$ cat config.mk
export PLATFORM = sky130hd
export DESIGN_NAME = fwb_bus_if
export DESIGN_NICKNAME = d
export VERILOG_FILES = /design/src/rtl/fwb_pkg.sv /design/src/rtl/fwb_cond_decode.sv /design/src/rtl/fwb_wr_capture.sv /design/src/rtl/fwb_rd_path.sv /design/src/rtl/fwb_bus_if.sv
export SDC_FILE = /design/constraint.sdc
export NUM_CORES = 1
export LEC_CHECK = 0
export BUFFER_PORTS_ARGS = -buffer_cell sky130_fd_sc_hd__buf_4
export CAP_MARGIN = 5
export CORE_MARGIN = 2
export CORE_UTILIZATION = 31
export CTS_BUF_LIST = sky130_fd_sc_hd__clkbuf_8 sky130_fd_sc_hd__clkbuf_16
export DETAILED_ROUTE_END_ITERATION = 10
export GPL_TIMING_DRIVEN = 0
export PLACE_DENSITY = 0.65
export SLEW_MARGIN = 20
export SYNTH_ARGS = -nofsm -noshare
export SYNTH_HDL_FRONTEND = slang
export SYNTH_SLANG_ARGS = --single-unit
$ cat constraint.sdc
create_clock -name clk -period 0.8 [get_ports clk]
set_input_delay 0 -clock clk [delete_from_list [all_inputs] [get_ports clk]]
set_output_delay 0 -clock clk [all_outputs]
set_load 0.005 [all_outputs]
$ cat src/rtl/fwb_pkg.sv
package fwb_pkg;

  typedef enum logic [2:0] {
    BC_RESET,
    BC_STANDBY,
    BC_ILLEGAL,
    BC_WRITE,
    BC_READ,
    BC_OUTOFF
  } bus_cond_e;

  // Priority: reset, then deselect, then the clash of both strobes.
  function automatic bus_cond_e classify(input logic rst_n, input logic ce_n,
                                         input logic oe_n, input logic we_n);
    if (!rst_n)              return BC_RESET;
    else if (ce_n)           return BC_STANDBY;
    else if (!oe_n && !we_n) return BC_ILLEGAL;
    else if (!we_n)          return BC_WRITE;
    else if (!oe_n)          return BC_READ;
    else                     return BC_OUTOFF;
  endfunction

endpackage

$ cat src/rtl/fwb_cond_decode.sv
module fwb_cond_decode
  import fwb_pkg::*;
(
  input  logic rst_n,
  input  logic ce_n,
  input  logic oe_n,
  input  logic we_n,
  output logic rd_live,
  output logic wr_live
);

  bus_cond_e cond;

  always_comb begin
    cond    = classify(rst_n, ce_n, oe_n, we_n);
    rd_live = (cond == BC_READ);
    wr_live = (cond == BC_WRITE);
  end

endmodule

$ cat src/rtl/fwb_wr_capture.sv
module fwb_wr_capture #(
  parameter int AW = 20,
  parameter int DW = 16
) (
  input  logic          clk,
  input  logic          rst_n,
  input  logic          wr_live,
  input  logic          ce_n,
  input  logic          oe_n,
  input  logic          we_n,
  input  logic          word_sel,
  input  logic [AW-1:0] addr,
  input  logic [DW-1:0] dq_in,
  output logic          stb,
  output logic [AW:0]   wr_addr,
  output logic [DW-1:0] wr_data,
  output logic          wr_word
);

  localparam int HB = DW / 2;

  function automatic logic [AW:0] byte_address(input logic [AW-1:0] a,
                                               input logic ws, input logic lane);
    return {a, ws ? 1'b0 : lane};
  endfunction

  function automatic logic [DW-1:0] lane_data(input logic [DW-1:0] d, input logic ws);
    return ws ? d : {{(DW-HB){1'b0}}, d[HB-1:0]};
  endfunction

  logic act_q;
  logic wr_end;   // rising edge of we_n or ce_n closing a write

  assign wr_end = act_q && (ce_n || we_n);

  always_ff @(posedge clk or negedge rst_n) begin
    if (!rst_n) begin
      act_q   <= 1'b0;
      stb     <= 1'b0;
      wr_addr <= '0;
      wr_data <= '0;
      wr_word <= 1'b0;
    end else begin
      act_q <= wr_live;
      stb   <= wr_end;
      if (wr_live) begin
        wr_addr <= byte_address(addr, word_sel, dq_in[DW-1]);
        wr_data <= lane_data(dq_in, word_sel);
        wr_word <= word_sel;
      end
    end
  end


  stb_single_chk: assert property (@(posedge clk) disable iff (!rst_n)
    stb |=> !stb);


  stb_cause_chk: assert property (@(posedge clk) disable iff (!rst_n)
    stb |-> $past(ce_n || we_n));


  payload_hold_chk: assert property (@(posedge clk) disable iff (!rst_n)
    stb |-> ($stable(wr_addr) && $stable(wr_data) && $stable(wr_word)));


  illegal_nowrite_chk: assert property (@(posedge clk) disable iff (!rst_n)
    (!ce_n && !oe_n && !we_n) |=> !stb);

endmodule

$ cat src/rtl/fwb_rd_path.sv
module fwb_rd_path #(
  parameter int DW = 16
) (
  input  logic          clk,
  input  logic          rst_n,
  input  logic          rd_live,
  input  logic          word_sel,
  input  logic          lane_hi,
  input  logic [DW-1:0] rd_word,
  output logic [DW-1:0] dq_out,
  output logic [DW-1:0] dq_oe
);

  localparam int HB = DW / 2;

  function automatic logic [HB-1:0] pick_lane(input logic [DW-1:0] w, input logic hi);
    return hi ? w[DW-1:HB] : w[HB-1:0];
  endfunction

  logic [DW-1:0] pin_mask;
  logic [DW-1:0] pin_data;

  always_comb begin
    pin_mask = word_sel ? {DW{1'b1}} : {{(DW-HB){1'b0}}, {HB{1'b1}}};
    pin_data = word_sel ? rd_word : {{(DW-HB){1'b0}}, pick_lane(rd_word, lane_hi)};
    dq_oe    = rd_live ? pin_mask : '0;
    dq_out   = rd_live ? pin_data : '0;
  end


  byte_upper_float_chk: assert property (@(posedge clk) disable iff (!rst_n)
    !word_sel |-> (dq_oe[DW-1:HB] == '0));

endmodule

$ cat src/rtl/fwb_bus_if.sv
module fwb_bus_if #(
  parameter int AW = 20,
  parameter int DW = 16
) (
  input  logic          clk,
  input  logic          hw_rst_n,
  input  logic          ce_n,
  input  logic          oe_n,
  input  logic          we_n,
  input  logic          word_sel,
  input  logic [AW-1:0] addr,
  input  logic [DW-1:0] dq_in,
  output logic [DW-1:0] dq_out,
  output logic [DW-1:0] dq_oe,
  output logic [AW-1:0] rd_addr,
  input  logic [DW-1:0] rd_word,
  output logic          seq_wr_stb,
  output logic [AW:0]   seq_wr_addr,
  output logic [DW-1:0] seq_wr_data,
  output logic          seq_wr_word
);

  logic rd_live;
  logic wr_live;

  assign rd_addr = addr;

  fwb_cond_decode u_dec (
    .rst_n   (hw_rst_n),
    .ce_n    (ce_n),
    .oe_n    (oe_n),
    .we_n    (we_n),
    .rd_live (rd_live),
    .wr_live (wr_live)
  );

  fwb_rd_path #(.DW(DW)) u_rd (
    .clk      (clk),
    .rst_n    (hw_rst_n),
    .rd_live  (rd_live),
    .word_sel (word_sel),
    .lane_hi  (dq_in[DW-1]),
    .rd_word  (rd_word),
    .dq_out   (dq_out),
    .dq_oe    (dq_oe)
  );

  fwb_wr_capture #(.AW(AW), .DW(DW)) u_wr (
    .clk      (clk),
    .rst_n    (hw_rst_n),
    .wr_live  (wr_live),
    .ce_n     (ce_n),
    .oe_n     (oe_n),
    .we_n     (we_n),
    .word_sel (word_sel),
    .addr     (addr),
    .dq_in    (dq_in),
    .stb      (seq_wr_stb),
    .wr_addr  (seq_wr_addr),
    .wr_data  (seq_wr_data),
    .wr_word  (seq_wr_word)
  );


  always_ff @(posedge clk) begin
    if (!hw_rst_n) begin
      reset_quiet_chk: assert (dq_oe == '0 && !seq_wr_stb);
    end
  end


  standby_float_chk: assert property (@(posedge clk) disable iff (!hw_rst_n)
    ce_n |-> (dq_oe == '0));


  outoff_float_chk: assert property (@(posedge clk) disable iff (!hw_rst_n)
    oe_n |-> (dq_oe == '0));


  word_read_drive_chk: assert property (@(posedge clk) disable iff (!hw_rst_n)
    (!ce_n && !oe_n && we_n && word_sel) |-> (&dq_oe));

endmodule

==> summary.txt, run 1 <==
WL final - 7030 um
Post-synth top area share - 49.8%
Main area contributors after synthesis - dfrtp_1, nand2_1, buf_4, and2_1, a21oi_1
Slew margin rel. - 69.0%
Worst path required time - 0.80 ns
Sequential-to-total area share from yosys stat - 49.8%
Mapped Cells - 240
Crit path setup slack, layout - -0.138 ns
Most common cell after layout, fill and taps aside - buf_4
Reg2Reg Launch Point - u_wr.wr_addr[13]
Antenna viol nets, final - 0
Drt wl/cell - 13.1 um
Drc violations - 0
Post-synth EDFFs - 0
Drt first pass iters - 4
RSZ-0062 raised after global routing - true
CP endpoint kind - primary output
Leakage power - 2.34 nW
Synth async-reset ratio - 100%
Synth warn - 0
DR vias/cell - 4.39
Fin. Hold Viols - 0
Final setup viols - 54
HP Start - word_sel
Die width - 84.5 um
Design area - 0.00422 sq mm
Ant diodes - 0
Post-synth top flop - dfrtp_1
Largest area contributor in the netlist - dfrtp_1
Initial core utilization - 31.8%
Max Cap Viol - 0
Largest net degree at the start of global routing - 22
Final Skew - 0.00232 ns
Number of antenna violations at the first check in global routing - 0
Grt ovf - 0
H-tree Lvls - 2
Synthesized flop and latch total - 40
PD cells - 1450 mW/mm^2
Crit Path Category - input port to primary output
Fill cell count - 537
Root Driver - clkbuf_8
Layout area overhead - 110%
Total power - 6.14 mW
Port Buf Inserts - 148
Final min period - 0.938 ns
Vias in the first global route - 2,384
Routability Congestion - 0.746
Slew @ Worst Pin - 0.464 ns
DP Area - 0.00322 sq mm
Total core area - 0.00631 sq mm
Vias - 2,354
Status - complete, but fails checks
Gr usage total - 19.5%
# IOs - 149
Die H - 84.5 um
Worst vdd ir - 1.03 mV
Arrival time at the worst endpoint - 0.94 ns
Synth Area per Inst - 8.38 sq um
Hold crit path type - input port to register
Drt initial violations - 95
Skew-Pair Late Insertion Delay - 0.29 ns
CTS tree - built
Row cnt - 29
Period utilization - 117%
Netlist Area Pre-Place - 0.00201 sq mm
Dpl hpwl - 4290 um
Setup TNS - -2.57 ns
Clock Sinks - 40
Startpoint types - input port
Nets - 516
Max Fclk - 1.07 GHz
First-pass GRT wire length - 11,300 um
Layout cells sized above 1 - 53.6%
Failing checks - setup timing
Clock Pin Slew Worst Setup and Hold Paths - 0.08 ns
CP Max Fanout - 6
Final-report max-slew violation count - 0
Bufs on Longest Clock Path - 2
Most frequent cells in the layout - buf_4, nand2_1, buf_6
CP startpoint - oe_n
Syn Nets - 298
Die area - 0.00715 sq mm
Cell variety after synth - 19
TritonCTS Buffers - 5
## cell type report
class / count / area (sq um) / area share [%]
Sequential cell: 40 / 1000 / 23.7
Tap cell: 77 / 96.3 / 2.28
Clock inverter: 2 / 7.51 / 0.178
Buffer: 47 / 367 / 8.68
Multi-Input combinational cell: 150 / 704 / 16.7
Clock buffer: 6 / 82.6 / 1.95
Timing Repair Buffer: 211 / 1950 / 46.1
Inverter: 3 / 16.3 / 0.385
## critical path, stage by stage
cell       delay, ns
buf_6           0.09
nand4bb_1       0.19
buf_6           0.16
nor2_4          0.13
buf_6           0.14
and2_4          0.14
buf_6           0.08
## metrics by stage
stage / cells / hold WS (ns) / util (%) / worst slack, ns
finish: 536 / 0.0847 / 66.9 / -0.138
global route: 536 / 0.0959 / 66.9 / -0.166
CTS: 527 / 0.0743 / 65.6 / -0.152
detailed placement: 465 / 0.0203 / 51.0 / -0.695
global placement: 465 / 0.0189 / 51.0 / -0.663
floorplan: 240 / -0.296 / - / 0.0868
## sequential cells by signal, summed over array words and instances, names as in the netlist
signal and cells:
u_wr.wr_word 1, u_wr.act_q 1, u_wr.wr_data 16, u_wr.stb 1
u_wr.wr_addr 21
## kinds of logic after synthesis
logic type / count (synthesis) / synth area share (%)
compound gates: 11 / 2.86
simple gates: 139 / 29.1
flops: 40 / 49.8
buf+inv: 50 / 18.3
## synthesized netlist by cell type (2+ instances only)
cell type and instances:
buf_4 38, nand4bb_1 2, buf_2 5, dfrtp_1 40, a21oi_1 8, nand3_1 7
o21ai_1 2, buf_6 2, nand2_1 118, and2_1 8, inv_1 2
## worst paths after layout
kind,endpoint,slack [ns],cells after the start
max,dq_out[8],-0.14,7
min,u_wr.wr_data[14],0.08,4
max reg2reg,u_wr.wr_addr[13],0.05,3
min reg2reg,u_wr.stb,0.46,1
max in group asynchronous,u_wr.wr_data[1],0.29,2
min in group asynchronous,u_wr.wr_addr[1],0.19,2
## report_power, final
group / switching, mW / internal (mW) / total (mW)
combinational: 0.698 / 1.47 / 2.16
sequential: 0.251 / 2.37 / 2.62
clock: 0.677 / 0.678 / 1.35
## routing by layer
metal	share of wire, %	track usage (%)	up-vias	wire [um]
met5	0	0	-	0
li1	-	-	1135	-
met2	53	36.1	112	3710
met3	9.1	5.90	9	641
met1	37	21.5	1098	2590
met4	1.2	5.63	0	82
## what timing repair did
action	CTS	global route
cloned	4	0
gates resized for setup	77	6
endpoints found under the hold margin	77	0
pin swaps	8	5
hold buffers	40	0
buffers inserted	10	9
endpoints found under the setup margin	109	71
Note: power is estimated with default switching activity, not from simulation.
==> run 2, diff against run 1 <==
- clock period: 0.8 -> 0.9 ns (I/O delays scaled with it)
==> run 2 against run 1 <==
The run still ends with setup timing left. Clock skew about the same. Power down 18%. Worst hold slack improved by 0.030 ns. Cell area is 7.0% lower. Register-to-register slack better by 0.23 ns. Wire length fell by 7.4%. Critical path depth unchanged. Combinational power down 28%. Count of clock-buffer cells in the layout stayed put. Global-route usage decreased by 1.1 points.
==> summary.txt, run 2 (synthesis gave the netlist of run 1 again) <==
Status - complete, but fails checks
Failing checks - setup timing
Top flop regs - u_wr.wr_addr (21), u_wr.wr_data (16)
Layout cells sized above 1 - 50.1% (-3.5 points)
Total core area - 0.00631 sq mm (unchanged)
Largest net degree at the start of global routing - 22 (unchanged)
Number of antenna violations at the first check in global routing - 0 (unchanged)
Ant diodes - 0 (unchanged)
Die area - 0.00715 sq mm (unchanged)
Final-report max-slew violation count - 0 (unchanged)
Clock Pin Slew Worst Setup and Hold Paths - 0.08 ns (about the same)
RSZ-0062 raised after global routing - true
Crit Path Category - input port to primary output
R2r endpoint - u_wr.wr_data[6]
R2R setup slack - 0.28 ns (+0.23 ns)
Routability Congestion - 0.746 (unchanged)
Row cnt - 29 (unchanged)
CTS tree - built
Final setup viols - 12 (-78%)
Drc violations - 0 (unchanged)
Grt ovf - 0 (unchanged)
Most frequent cells in the layout - buf_4, nand2_1, dlygate4sd3_1, dfrtp_1, buf_6
Fill cell count - 577 (+7.4%)
Period utilization - 103%
Clock Sinks - 40 (unchanged)
R2R depth - 2 (-1)
Bufs on Longest Clock Path - 2 (unchanged)
Antenna viol nets, final - 0 (unchanged)
Max Fclk - 1.08 GHz
Placed cells - 465 (unchanged)
Crit path cell chain - buf_6 > nand4bb_1 > buf_6 > nor2_4 > buf_6 > and2_4 > buf_6
Final Skew - 0.00276 ns (+0.000440 ns)
CP delay by family, top - buffers and inverters
Worst path depth - 7 (unchanged)
Largest Register - u_wr.wr_addr
Arrival time at the worst endpoint - 0.93 ns (about the same)
Die width - 84.5 um (unchanged)
Root Driver - clkbuf_8
Core Util, Final - 62.2% (-4.7 points)
Drt first pass iters - 4 (unchanged)
Non-Filler Instances - 522 (-2.6%)
Layout area overhead - 95.5%
Slew margin rel. - 69.9% (+0.94 points)
Final min period - 0.930 ns
Gr usage total - 18.5% (-1.1 points)
Dpl hpwl - 4290 um (unchanged)
First-pass GRT wire length - 10,700 um (-5.6%)
# IOs - 149 (unchanged)
Worst path required time - 0.90 ns (+0.10 ns)
WL final - 6510 um (-7.4%)
Drt initial violations - 96 (+1.1%)
Most common cell after layout, fill and taps aside - buf_4
Setup WS pre-CTS - -0.595 ns (+0.100 ns)
DR vias/cell - 4.32 (-1.5%)
CP endpoint kind - primary output
CP startpoint - oe_n
Drt wl/cell - 12.5 um (-4.9%)
PD cells - 1270 mW/mm^2 (-12%)
Fin. Hold Viols - 0 (unchanged)
Vias - 2,257 (-4.1%)
Buf/Inv on CP - 4 (unchanged)
Die H - 84.5 um (unchanged)
Reg2Reg Launch Point - u_wr.wr_data[6]
CP endpoint - dq_out[13]
Fin Hold WS - 0.114 ns (+0.0297 ns)
Skew-Pair Late Insertion Delay - 0.29 ns (about the same)
Setup TNS - -0.243 ns (+2.33 ns)
Vias in the first global route - 2,313 (-3.0%)
Nets - 502 (-2.7%)
Leakage power - 2.22 nW (-5.0%)
CP peak stage delay - 0.19 ns (about the same)
Startpoint types - input port
Slowest CP cell - nand4bb_1
Port Buf Inserts - 148 (unchanged)
Initial core utilization - 31.8% (unchanged)
Max Cap Viol - 0 (unchanged)
TritonCTS Buffers - 5 (unchanged)
Hold crit path type - input port to register
Slew @ Worst Pin - 0.450 ns (-0.0141 ns)
Most used cell, CP - buf_6
Crit path setup slack, layout - -0.0300 ns (+0.108 ns)
Max reg flops - 21 (unchanged)
H-tree Lvls - 2 (unchanged)
Worst vdd ir - 0.864 mV (-16%)
CP Max Fanout - 6 (unchanged)
-- run 2: how the worst min path moves through the flow --
stage,start,to,slack (ns),cells past startpoint
final,word_sel,u_wr.wr_data[14],0.11,4
after global routing,word_sel,u_wr.wr_data[14],0.13,4
after CTS,word_sel,u_wr.wr_data[14],0.10,4
after detailed placement,hw_rst_n,u_wr.wr_addr[13],0.02,1
after global placement,hw_rst_n,u_wr.wr_addr[15],0.02,1
after floorplan,hw_rst_n,u_wr.act_q,-0.30,0
-- run 2: worst reg2reg max path, stage by stage, from the launching register on --
cell and delay [ns]:
dfrtp_1 0.40, nand2_1 0.06, nand2_1 0.05
-- run 2: per-layer routing --
metal	routed length, um	GRT usage, %
met4	131	6.64
met2	3320	33.6
met1	2450	20.1
met3	611	5.70
met5	0	0
-- run 2: area by class of cell --
cell class              instances  area, sq um  share of cell area [%]
repair buffers                197         1690                    43.1
flip-flops and latches         40         1000                    25.5
multi-input cells             150          669                    17.0
plain buffers                  47          363                    9.23
well taps                      77         96.3                    2.45
clock buffers                   6         82.6                    2.10
inverters                       3         16.3                   0.414
clock inverters                 2         7.51                   0.191
-- run 2: repair_timing --
action                                 in CTS  in global routing
setup endpoints to repair                  70                 30
pin swaps                                   8                  4
resized for setup                          25                  6
hold buffers                               40                  0
buffers inserted                            5                  1
gates cloned                                3                  0
endpoints found under the hold margin      77                  0
-- run 2: stage by stage --
step	instance area (sq um)	total power, mW
5_1_grt	3930	5.35
3_5_place_dp	3220	3.65
6_report	3930	5.01
3_3_place_gp	3220	3.62
2_1_floorplan	2010	2.73
4_1_cts	3900	5.08
-- run 2: where the power goes --
group / switching [mW] / internal, mW
logic: 0.559 / 0.993
clock network: 0.593 / 0.603
registers: 0.161 / 2.10
==> run 3, diff against run 2 <==
- CORE_ASPECT_RATIO: default -> 0.75
- CORE_UTILIZATION: 31 -> 35
- PLACE_DENSITY: 0.65 -> 0.72
==> run 3 against run 2 <==
The flow finishes with violations (hold timing, setup timing). Via count fell by 3.5%. Combinational power barely moved. Count of clock-buffer cells in the layout is 1 lower. Non-clock buffer count decreased by 4. Power decreased by 2.1%. Final cell count decreased by 1.3%. Sequential share of layout area rose by 0.70 points. Cell area down 2.7%. Critical path type unchanged. Critical endpoint is now dq_out[9].
==> summary.txt, run 3 (synthesis gave the netlist of run 1 again) <==
Dpl hpwl - 4300 um (+0.24%)
Leakage power - 2.17 nW (-2.4%)
Most frequent cells in the layout - buf_4, nand2_1, dfrtp_1
CP endpoint kind - primary output
Drt initial violations - 32 (-67%)
Arrival time at the worst endpoint - 1.00 ns (+0.07 ns)
Die area - 0.00637 sq mm (-11%)
Number of antenna violations at the first check in global routing - 0 (unchanged)
Final min period - 0.997 ns (+0.0667 ns)
First-pass GRT wire length - 10,400 um (-2.4%)
Clock Sinks - 40 (unchanged)
Fin. Hold Viols - 19 (+19)
Drt first pass iters - 4 (unchanged)
Worst vdd ir - 1.03 mV (+19%)
Met1 Wirelength - 2760 um (+12%)
Placed cells - 463 (-0.43%)
Clock Pin Slew Worst Setup and Hold Paths - 0.08 ns (about the same)
RSZ-0062 raised after global routing - true
Startpoint types - input port
Ant diodes - 0 (unchanged)
Grt ovf - 0 (unchanged)
Worst path required time - 0.90 ns (about the same)
WL final - 6400 um (-1.8%)
Final setup viols - 24 (+12)
Routability Congestion - 0.731 (-2.0%)
R2R setup slack - 0.28 ns (about the same)
Layout cells sized above 1 - 48.6% (-1.5 points)
Layout area overhead - 90.2%
Max Used Layer - met4
Fin Hold WS - -0.0237 ns (-0.138 ns)
PD cells - 1280 mW/mm^2 (+0.61%)
Reg2Reg Launch Point - u_wr.wr_data[6]
Failing checks - hold timing, setup timing
Max reg flops - 21 (unchanged)
Antenna viol nets, final - 0 (unchanged)
Total core area - 0.00544 sq mm (-14%)
TritonCTS Buffers - 5 (unchanged)
Crit Path Category - input port to primary output
Row cnt - 23 (-21%)
Final-report max-slew violation count - 0 (unchanged)
Largest Register - u_wr.wr_addr
Bufs on Longest Clock Path - 2 (unchanged)
Met2 wire length - 3170 um (-4.5%)
Max Fclk - 1.00 GHz (-6.7%)
CP Max Fanout - 16 (+10)
Drc violations - 0 (unchanged)
Drt wl/cell - 12.4 um (-0.46%)
Top flop regs - u_wr.wr_addr (21), u_wr.wr_data (16)
Initial core utilization - 37.0% (+5.1 points)
H-tree Lvls - 2 (unchanged)
CTS tree - built
Slew @ Worst Pin - 0.833 ns (+0.383 ns)
Gr usage total - 19.9% (+1.5 points)
Root Driver - clkbuf_8
R2R depth - 2 (unchanged)
Vias - 2,178 (-3.5%)
Largest net degree at the start of global routing - 22 (unchanged)
Most common cell after layout, fill and taps aside - buf_4
R2r endpoint - u_wr.wr_data[6]
Vias in the first global route - 2,242 (-3.1%)
Slew margin rel. - 44.5% (-25 points)
Skew-Pair Late Insertion Delay - 0.28 ns (about the same)
Nets - 498 (-0.80%)
Hold crit path type - input port to asynchronous set/reset pin
Die width - 91.5 um (+8.3%)
Status - complete, but fails checks
Max Cap Viol - 0 (unchanged)
Total power - 4.91 mW (-2.1%)
# IOs - 149 (unchanged)
DR vias/cell - 4.23 (-2.2%)
Final Skew - 0.0000279 ns (-0.00274 ns)
Die H - 69.6 um (-18%)
Period utilization - 111% (+7.4 points)
Non-Filler Instances - 515 (-1.3%)
Crit path setup slack, layout - -0.0967 ns (-0.0667 ns)
Port Buf Inserts - 148 (unchanged)
Met3 routed WL - 404 um (-34%)
run 3: stage by stage:
stage                     TNS [ns]  hold WS [ns]  util (%)  setup slack, ns  area (sq um)
after floorplan                  0        -0.296         -            0.187          2010
after global placement      -28.22        0.0105      59.1           -0.499          3220
after detailed placement    -29.49        0.0203      59.1           -0.540          3220
after CTS                    -1.37         0.118      69.7          -0.0593          3790
after global routing         -2.20        0.0674      70.3           -0.139          3820
final                        -1.08       -0.0237      70.3          -0.0967          3820
run 3: worst max-delay path by stage:
stage | startpoint | slack [ns] | to
finish | oe_n | -0.1 | dq_out[9]
global route | oe_n | -0.14 | dq_out[9]
CTS | oe_n | -0.06 | dq_out[14]
detailed placement | hw_rst_n | -0.54 | dq_out[14]
global placement | hw_rst_n | -0.50 | dq_out[14]
floorplan | oe_n | 0.19 | dq_out[10]
run 3: critical path, stage by stage:
cell       delay [ns]
buf_4            0.11
nand4bb_1        0.21
buf_6            0.17
nor2_4           0.12
buf_12           0.13
and2_1           0.14
buf_4            0.11
run 3: per-layer routing:
layer,vias up,track usage (%)
li1,1095,-
met5,-,0
met3,11,5.54
met2,76,35.2
met1,996,23.9
met4,0,4.88
run 3: what timing repair did:
item                                    4_1_cts  5_1_grt
endpoints found under the hold margin        77        0
resized for setup                             7        8
cloned                                        1        0
endpoints found under the setup margin       71       50
hold buffers                                 40        0
setup buffers                                 3        1
pin swaps                                     1        0
run 3: power breakdown:
part           switching (mW)  internal (mW)  leakage (nW)  total (mW)
clock                   0.587          0.516        0.0452        1.10
sequential              0.170           2.10         0.511        2.27
combinational           0.565          0.966          1.61        1.53
run 3: cell type report:
| class | count | area, sq um |
|---|---|---|
| sequential | 40 | 1000 |
| tap | 75 | 93.8 |
| clock inverter | 2 | 8.76 |
| buffer | 47 | 367 |
| clock buffer | 5 | 68.8 |
| fill | 456 | 1610 |
| multi-input combinational | 150 | 661 |
| inverter | 3 | 16.3 |
| timing repair buffer | 193 | 1610 |
